## config.mk

```make
export PLATFORM = sky130hd
export DESIGN_NAME = irq_trio_regs
export DESIGN_NICKNAME = d
export VERILOG_FILES = /design/src/rtl/irq_trio_pkg.sv /design/src/rtl/irq_trio_ctrl.sv /design/src/rtl/irq_trio_dp.sv /design/src/rtl/irq_trio_regs.sv
export SDC_FILE = /design/constraint.sdc
export NUM_CORES = 1
export LEC_CHECK = 0
export BUFFER_PORTS_ARGS = -buffer_cell sky130_fd_sc_hd__buf_2
export CAP_MARGIN = 40
export CORE_AREA = 4 4 63 65
export CTS_CLUSTER_SIZE = 25
export DETAILED_ROUTE_END_ITERATION = 16
export DIE_AREA = 0 0 67 69
export PLACE_DENSITY = 0.75
export SLEW_MARGIN = 20
export SYNTH_ARGS = -nofsm -noshare
export SYNTH_HDL_FRONTEND = slang
export SYNTH_SLANG_ARGS = --single-unit
export TNS_END_PERCENT = 5
```

## constraint.sdc

```tcl
create_clock -name clk -period 1.5 [get_ports clk]
set_input_delay 0 -clock clk [delete_from_list [all_inputs] [get_ports clk]]
set_output_delay 0 -clock clk [all_outputs]
set_load 0.03 [all_outputs]
```

## src/rtl/irq_trio_pkg.sv

```systemverilog
package irq_trio_pkg;

  typedef struct packed {
    logic stateWe;
    logic enableWe;
    logic testWe;
  } irqStrobes_t;

  typedef enum logic [1:0] {
    RD_NONE   = 2'd0,
    RD_STATE  = 2'd1,
    RD_ENABLE = 2'd2
  } irqRdSel_e;

  localparam int unsigned OFS_STATE  = 0;
  localparam int unsigned OFS_ENABLE = 1;
  localparam int unsigned OFS_TEST   = 2;

endpackage

```

## src/rtl/irq_trio_ctrl.sv

```systemverilog
module irq_trio_ctrl
  import irq_trio_pkg::*;
#(
  parameter int unsigned AddrWidth = 4,
  parameter int unsigned BaseIdx   = 4
) (
  input  logic                 clk,
  input  logic                 rstN,
  input  logic [AddrWidth-1:0] regAddr,
  input  logic                 regWe,
  output irqStrobes_t          strobes,
  output irqRdSel_e            rdSel
);

  localparam logic [AddrWidth-1:0] StateIdx  = AddrWidth'(BaseIdx + OFS_STATE);
  localparam logic [AddrWidth-1:0] EnableIdx = AddrWidth'(BaseIdx + OFS_ENABLE);
  localparam logic [AddrWidth-1:0] TestIdx   = AddrWidth'(BaseIdx + OFS_TEST);

  logic hitState, hitEnable, hitTest;

  always_comb begin
    hitState  = (regAddr == StateIdx);
    hitEnable = (regAddr == EnableIdx);
    hitTest   = (regAddr == TestIdx);

    strobes.stateWe  = regWe && hitState;
    strobes.enableWe = regWe && hitEnable;
    strobes.testWe   = regWe && hitTest;

    if (hitState)       rdSel = RD_STATE;
    else if (hitEnable) rdSel = RD_ENABLE;
    else                rdSel = RD_NONE;
  end

  // at most one register is written per access
  a_r1_one_target: assert property (@(posedge clk) disable iff (!rstN)
    $onehot0({strobes.stateWe, strobes.enableWe, strobes.testWe}));

endmodule

```

## src/rtl/irq_trio_dp.sv

```systemverilog
module irq_trio_dp
  import irq_trio_pkg::*;
#(
  parameter int unsigned RegWidth   = 32,
  parameter int unsigned NumEntries = 3,
  parameter int unsigned EntryWidth = 2
) (
  input  logic                                clk,
  input  logic                                rstN,
  input  irqStrobes_t                         strobes,
  input  irqRdSel_e                           rdSel,
  input  logic [RegWidth-1:0]                 regWdata,
  input  logic [NumEntries*EntryWidth-1:0]    hwEvent,
  output logic [RegWidth-1:0]                 regRdata,
  output logic [NumEntries*EntryWidth-1:0]    irqOut,
  output logic                                testQe,
  output logic [NumEntries*EntryWidth-1:0]    testQ
);

  localparam int unsigned NumIrq = NumEntries * EntryWidth;

  logic [NumIrq-1:0] stateQ, enableQ;
  logic [NumIrq-1:0] wdataM, clrMask, setMask;

  initial begin
    if (NumIrq > RegWidth) $error("interrupt bits exceed register width");
  end

  always_comb begin
    wdataM  = regWdata[NumIrq-1:0];
    clrMask = strobes.stateWe ? wdataM : '0;
    setMask = hwEvent | (strobes.testWe ? wdataM : '0);
  end

  always_ff @(posedge clk or negedge rstN) begin
    if (!rstN) begin
      stateQ  <= '0;
      enableQ <= '0;
      testQe  <= 1'b0;
      testQ   <= '0;
    end else begin
      stateQ <= (stateQ & ~clrMask) | setMask;
      if (strobes.enableWe) enableQ <= wdataM;
      testQe <= strobes.testWe;
      if (strobes.testWe) testQ <= wdataM;
    end
  end

  for (genvar e = 0; e < NumEntries; e++) begin : gEntry
    localparam int unsigned Lo = e * EntryWidth;
    always_ff @(posedge clk or negedge rstN) begin
      if (!rstN) irqOut[Lo +: EntryWidth] <= '0;
      else       irqOut[Lo +: EntryWidth] <= stateQ[Lo +: EntryWidth] & enableQ[Lo +: EntryWidth];
    end
  end

  always_comb begin
    regRdata = '0;
    unique case (rdSel)
      RD_STATE:  regRdata[NumIrq-1:0] = stateQ;
      RD_ENABLE: regRdata[NumIrq-1:0] = enableQ;
      default:   regRdata = '0;
    endcase
  end

  // an event is never lost, even against a clear
  a_r4_event_kept: assert property (@(posedge clk) disable iff (!rstN)
    $past(rstN) |-> ((($past(hwEvent) & ~stateQ)) == '0));

  // cleared bits without a concurrent set read 0
  a_r3_clear_done: assert property (@(posedge clk) disable iff (!rstN)
    ($past(rstN) && $past(strobes.stateWe) && !$past(strobes.testWe)) |->
      ((stateQ & $past(wdataM & ~hwEvent)) == '0));

  // no line is raised without its enable bit
  a_r5_masked: assert property (@(posedge clk) disable iff (!rstN)
    $past(rstN) |-> ((irqOut & ~$past(enableQ)) == '0));

endmodule

```

## src/rtl/irq_trio_regs.sv

```systemverilog
module irq_trio_regs
  import irq_trio_pkg::*;
#(
  parameter int unsigned RegWidth   = 32,
  parameter int unsigned AddrWidth  = 4,
  parameter int unsigned BaseIdx    = 4,
  parameter int unsigned NumEntries = 3,
  parameter int unsigned EntryWidth = 2
) (
  input  logic                             clk,
  input  logic                             rstN,
  input  logic [AddrWidth-1:0]             regAddr,
  input  logic                             regWe,
  input  logic [RegWidth-1:0]              regWdata,
  output logic [RegWidth-1:0]              regRdata,
  input  logic [NumEntries*EntryWidth-1:0] hwEvent,
  output logic [NumEntries*EntryWidth-1:0] irqOut,
  output logic                             testQe,
  output logic [NumEntries*EntryWidth-1:0] testQ
);

  irqStrobes_t strobes;
  irqRdSel_e   rdSel;

  irq_trio_ctrl #(.AddrWidth(AddrWidth), .BaseIdx(BaseIdx)) uCtrl (
    .clk(clk), .rstN(rstN), .regAddr(regAddr), .regWe(regWe),
    .strobes(strobes), .rdSel(rdSel)
  );

  irq_trio_dp #(.RegWidth(RegWidth), .NumEntries(NumEntries), .EntryWidth(EntryWidth)) uDp (
    .clk(clk), .rstN(rstN), .strobes(strobes), .rdSel(rdSel),
    .regWdata(regWdata), .hwEvent(hwEvent), .regRdata(regRdata),
    .irqOut(irqOut), .testQe(testQe), .testQ(testQ)
  );

  // the qualifier follows a test-register write at the ports
  a_r7_test_strobe: assert property (@(posedge clk) disable iff (!rstN)
    testQe |-> ($past(rstN) && $past(regWe) &&
                ($past(regAddr) == AddrWidth'(BaseIdx + OFS_TEST))));

endmodule

```

==> results of run 1 <==
[sequential cells by signal, summed over array words and instances, names as in the netlist]
register	cells
uDp.enableQ	6
uDp.testQe	1
uDp.testQ	6
uDp.irqOut	6
uDp.stateQ	6
[synth_stat cells]
| master | instances | area [µm²] |
|---|---|---|
| a221o_1 | 6 | 60.1 |
| and2_1 | 6 | 37.5 |
| and4bb_1 | 1 | 12.5 |
| buf_2 | 2 | 10.0 |
| buf_4 | 26 | 195 |
| buf_6 | 2 | 22.5 |
| conb_1 | 1 | 3.75 |
| dfrtp_1 | 25 | 626 |
| mux2_1 | 3 | 33.8 |
| mux2_2 | 3 | 33.8 |
| mux2_4 | 6 | 90.1 |
| mux2i_1 | 6 | 60.1 |
| nand2_4 | 1 | 11.3 |
| nand3b_1 | 6 | 45.0 |
| nand3b_4 | 1 | 20.0 |
| nor2_1 | 6 | 22.5 |
| nor3b_4 | 1 | 18.8 |
| or3b_2 | 1 | 8.76 |
[power breakdown]
part,internal [mW],total [mW],switching (mW)
Sequential,0.788,0.841,0.0536
Clock,0.104,0.286,0.183
Combinational,0.214,0.587,0.373
[worst max-delay path, cell delays in order, from the launching register on]
cell and delay (ns):
dfrtp_1 0.42, a221o_1 0.33, dlygate4sd3_1 0.57
[layout by cell type (no fill, tap or decap), drive strengths merged, types with 4 or more instances in the layout]
cell type / n
buf: 39
conb: 26
dfrtp: 25
dlygate4sd3: 19
mux2: 12
nand3b: 7
a221o: 6
mux2i: 6
nor2: 6
and2: 6
clkbuf: 4
[stage by stage]
step                      instance area, µm²  cells  setup WS [ns]  hold WS, ns
final                                   1650    206         0.0857       0.0899
after global routing                    1650    206         0.0322       0.0642
after CTS                               1650    206          0.107       0.0712
after detailed placement                1440    183          0.258       0.0127
after global placement                  1440    183          0.269     0.000806
after floorplan                         1410    128          0.484       -0.296
[layout make-up]
class / instances / area, µm²
Timing Repair Buffer: 58 / 390
Clock buffer: 4 / 26.3
Sequential cell: 25 / 626
Tap cell: 46 / 57.6
Multi-Input combinational cell: 73 / 552
Fill cell: 320 / 1690
[worst max-delay path by stage]
stage / start / endpoint / slack [ns] / depth (start not counted)
floorplan: regAddr[1] / regRdata[0] / 0.48 / 3
global placement: regAddr[3] / uDp.enableQ[1] / 0.27 / 4
detailed placement: regAddr[3] / uDp.enableQ[3] / 0.26 / 4
CTS: regAddr[3] / uDp.stateQ[1] / 0.11 / 5
global route: regWdata[1] / uDp.stateQ[1] / 0.03 / 5
finish: uDp.stateQ[4] / uDp.stateQ[4] / 0.09 / 2
[cell families after synthesis]
logic type / count (synthesis) / synth area share
AO/OA/AOI/OAI: 6 / 0.0458
buffers and inverters: 30 / 0.174
flip-flops: 25 / 0.477
multiplexers: 18 / 0.166
other: 1 / 0.00286
AND/OR/NAND/NOR: 23 / 0.135
[per-layer routing]
metal | vias to the layer above | wire length [µm]
met3 | 0 | 214
met2 | 43 | 1260
li1 | 419 | -
met5 | - | 0
met4 | 0 | 0
met1 | 426 | 1110
==> reports/metrics.yaml, run 1 <==
worstSkewPairLatency_ns: 0.30
clockBufferDepth: 2
cts_sinks: 25
antenna_found_initial: 0
num_io_pins: 90
power.total_mw: 1.71
place_congestion: 0.652
die_area_um2: 4620
reg2reg_to: "uDp.stateQ[4]"
final.period_utilization: 0.943
worstHoldPathCells: 3
clk_pin_slew_worst_paths_ns: 0.12
ys_types: 18
die_w_um: 67
ys_ff_latch: 25
rsz0062_at_grt: "no"
layout-drive-gt1-share: 0.344
setup_viol: 0
final_max_slew_viol_count: 0
cp-start-kind: "register"
postCtsResizedCells: 0
core_um2: 3340
tightest_slew_ns: 0.536
cts_tree: "done"
area_growth_pct: 26.0
drt_wl_total_mm: 2.58
num_rows: 21
syn_inst: 103
initial_core_util: 0.393
worstHoldEndpoint: "uDp.testQe"
htree_num_levels: 1
end_kind: "register"
period_minus_slack_ns: 1.41
hp-start: "regAddr[0]"
gr-usage-met1: 0.137
arrival_ns: 1.61
hold_path.class: "input pin to register"
use_met2: 0.195
via_per_inst: 4.31
io_buffers: 37
cp_max_fo: 3
worst_ir_drop_vdd_mv: 0.266
root_buffer: "clkbuf_4"
dp_hpwl_mm: 1.79
cts_hold_buf: 19
numCtsBuffers: 3
relSlewSlack: 0.642
required_ns: 1.70
rr_worst_depth: 2
yosysWarnings: 0
skew_ns: 0.00270
grt_pass1_vias: 914
powerDensity_nw_per_um2: 1040
drt_iter0_markers: 51
vias: 888
grt_overflow_total: 0
netlist_area_um2: 1310
grt_pass1_wl_mm: 4.08
dr.pass1.iters: 4
fmax_mhz: 707
fin_nets: 206
timing_hold_violations_final: 0
avgSynthCellArea_um2: 12.7
regToRegSetupSlack_ns: 0.09
wl_per_cell_um: 12.5
drtAntennaViolNets: 0
drc: 0
grt_max_degree: 26
grtUsageMet3: 0.0179
finalCoreUtilization: 0.495
status: "completed"
r2r_start: "uDp.stateQ[4]"
maxCapViolations: 0
grt_usage: 0.111
die_y_um: 69
ys_seq_area_frac: 0.477
p_leak_nw: 0.824
grt-busiest-layer: "met2"
antenna_cells: 0
fin_setup_tns_ns: 0
crit_type: "register to register"
cts_setup_buffers: 0
No activity file was read; power rests on OpenSTA's default activity.
==> run 2: changes to the inputs <==
--- a/config.mk
+++ b/config.mk
@@ -7,13 +7,14 @@
 export LEC_CHECK = 0
 export BUFFER_PORTS_ARGS = -buffer_cell sky130_fd_sc_hd__buf_2
 export CAP_MARGIN = 40
-export CORE_AREA = 4 4 63 65
+export CORE_AREA = 4 4 61 63
 export CTS_CLUSTER_SIZE = 25
 export DETAILED_ROUTE_END_ITERATION = 16
-export DIE_AREA = 0 0 67 69
-export PLACE_DENSITY = 0.75
+export DIE_AREA = 0 0 65 67
+export PLACE_DENSITY = 0.78
 export SLEW_MARGIN = 20
 export SYNTH_ARGS = -nofsm -noshare
 export SYNTH_HDL_FRONTEND = slang
+export SYNTH_HIERARCHICAL = 1
 export SYNTH_SLANG_ARGS = --single-unit
 export TNS_END_PERCENT = 5
==> run 2 against run 1 <==
Die area shrank 5.8%. Count of clock-buffer cells in the layout shrank 1. Highest routed layer is now met4. Sequential share of layout area grew 0.76 points. Sequential power is essentially flat. Register-to-register slack is essentially flat.
==> reports/metrics.yaml, run 2 <==
initial_core_util: 0.388  # -0.00503
die_w_um: 65  # -3.0%
ys_seq_area_frac: 0.499  # +0.0219
fin_ws_ns: 0.0917  # +0.00604 ns
place_ws_ns: 0.212  # -0.0463 ns
synth_top_area_frac: 0.499  # +0.0219
die_y_um: 67  # -2.9%
hold_path.class: "input pin to register"
final_cell_mix: "37 x buf_2, 26 x conb_1, 25 x dfrtp_1"
numCtsBuffers: 3  # unchanged
period_minus_slack_ns: 1.41  # -0.00604 ns
path_cells: "a221o_1, dlygate4sd3_1"
tightest_slew_ns: 0.558  # +0.0219 ns
finalCoreUtilization: 0.501  # +0.00603
drt_wl_total_mm: 2.59  # +0.39%
final_max_slew_viol_count: 0  # unchanged
netlist_area_um2: 1250  # -4.4%
grt_usage: 0.121  # +0.00995
die_area_um2: 4360  # -5.8%
synth_edf_count: 0  # unchanged
num_io_pins: 90  # unchanged
slowest_delay_ns: 0.55  # -0.02 ns
powerDensity_nw_per_um2: 1030  # -0.67%
skew_ns: 0.00608  # +0.00338 ns
grt_max_degree: 26  # unchanged
end_kind: "register"
ys_ff_latch: 25  # unchanged
cts_tree: "done"
layout_commonest_cell: "buf_2"
p_leak_nw: 0.751  # -8.9%
cts_sinks: 25  # unchanged
fin_nets: 217  # +5.3%
antenna_cells: 0  # unchanged
clockBufferDepth: 2  # unchanged
root_buffer: "clkbuf_4"
grt_overflow_total: 0  # unchanged
synth-async-reset-ratio: 1.00  # unchanged
synth_top_area_cell: "dfrtp_1"
arrival_ns: 1.62  # about the same
wl_per_cell_um: 12.0  # -3.8%
dp_hpwl_mm: 1.85  # +3.0%
avgSynthCellArea_um2: 11.5  # -9.7%
timing_hold_violations_final: 0  # unchanged
synth_ff_type: "dfrtp_1"
cp-start-kind: "register"
cp.buffers_inverters: 1  # unchanged
drtAntennaViolNets: 0  # unchanged
critical-path-top-delay-family: "buffers and inverters"
crit_type: "register to register"
vias: 886  # -0.23%
worst_ir_drop_vdd_mv: 0.358  # +34%
layout-drive-gt1-share: 0.343  # -0.000555
ys_types: 17  # -1
grt_pass1_vias: 810  # -11%
synth_common_cells: "27 x buf_4, 25 x dfrtp_1, 12 x mux2_2"
hp-start: "regAddr[0]"
via_per_inst: 4.12  # -4.4%
io_buffers: 37  # unchanged
fin_setup_tns_ns: 0  # unchanged
cp_max_fo: 3  # unchanged
synth_area_leaders: "dfrtp_1 50%, buf_4 16%, mux2_2 11%"
cpMaxStageDelayCell: "dlygate4sd3_1"
syn_inst: 109  # +5.8%
maxCapViolations: 0  # unchanged
area_growth_pct: 29.1
drt_iter0_markers: 25  # -51%
cts_setup_buffers: 0  # unchanged
postCtsResizedCells: 0  # unchanged
grt_pass1_wl_mm: 3.93  # -3.7%
yosysWarnings: 6  # +6
clk_pin_slew_worst_paths_ns: 0.14  # +0.02 ns
drc: 0  # unchanged
setup_viol: 0  # unchanged
place_congestion: 0.713  # +9.3%
critPathLaunch: "uDp/stateQ[5]"
core_um2: 3230  # -3.1%
antenna_found_initial: 0  # unchanged
required_ns: 1.71  # about the same
rsz0062_at_grt: "no"
r2r_start: "uDp/stateQ[5]"
worstSkewPairLatency_ns: 0.31  # about the same
dr.pass1.iters: 4  # unchanged
num_rows: 21  # unchanged
htree_num_levels: 1  # unchanged
final.period_utilization: 0.939  # -0.00402
status: "completed"
fmax_mhz: 710  # +0.43%
relSlewSlack: 0.628  # -0.0146
synthMostInstantiatedCell: "buf_4"
cts_hold_buf: 19  # unchanged
==> run 2: final timing paths <==
check	depth (start not counted)	slack (ns)	endpoint
max	2	0.09	uDp/stateQ[5]
min	3	0.05	uDp/testQe
max reg2reg	2	0.09	uDp/stateQ[5]
min reg2reg	1	0.52	uDp/testQ[5]
max in group asynchronous	2	0.94	uDp/enableQ[0]
min in group asynchronous	2	0.19	uDp/stateQ[0]
==> run 2: final cells by class <==
cell class	count	area, µm²
well taps	46	57.6
repair buffers	60	405
inverters	2	7.51
flip-flops and latches	25	626
clock inverters	1	5.00
clock buffers	3	22.5
fillers	322	1610
multi-input cells	78	495
==> run 2: worst min-delay path: stages <==
cell and delay, ns:
buf_2 0.12, nor3b_2 0.06, buf_4 0.16
==> run 2: logic make-up after synthesis <==
logic type | Yosys count | share of synthesized area
adder cells (fa/ha/maj) | 2 | 0.0200
AO/OA/AOI/OAI | 12 | 0.0838
AND/OR/NAND/NOR | 26 | 0.106
flip-flops | 25 | 0.499
buffers and inverters | 31 | 0.181
other | 1 | 0.00299
multiplexers | 12 | 0.108
==> run 2: metrics by stage <==
stage	hold WS (ns)	cells	instance area [µm²]	power (mW)
floorplan	-0.296	134	1350	1.26
global placement	0.0186	192	1400	1.35
detailed placement	0.0217	192	1400	1.36
CTS	0.0399	215	1620	1.68
global route	0.0365	215	1620	1.76
finish	0.0474	215	1620	1.67
==> run 2: power breakdown <==
part	total, mW	switching (mW)	internal [mW]
Sequential	0.838	0.0511	0.787
Clock	0.300	0.201	0.0997
Combinational	0.531	0.351	0.180
Total	1.67	0.602	1.07
==> run 2: layer usage <==
layer / global-route usage / vias up / share of wire
met1: 0.142 / 414 / 0.40
li1: - / 440 / -
met5: 0 / - / 0
met2: 0.216 / 30 / 0.53
met4: 0.0317 / 0 / 0.0039
met3: 0.0320 / 2 / 0.070
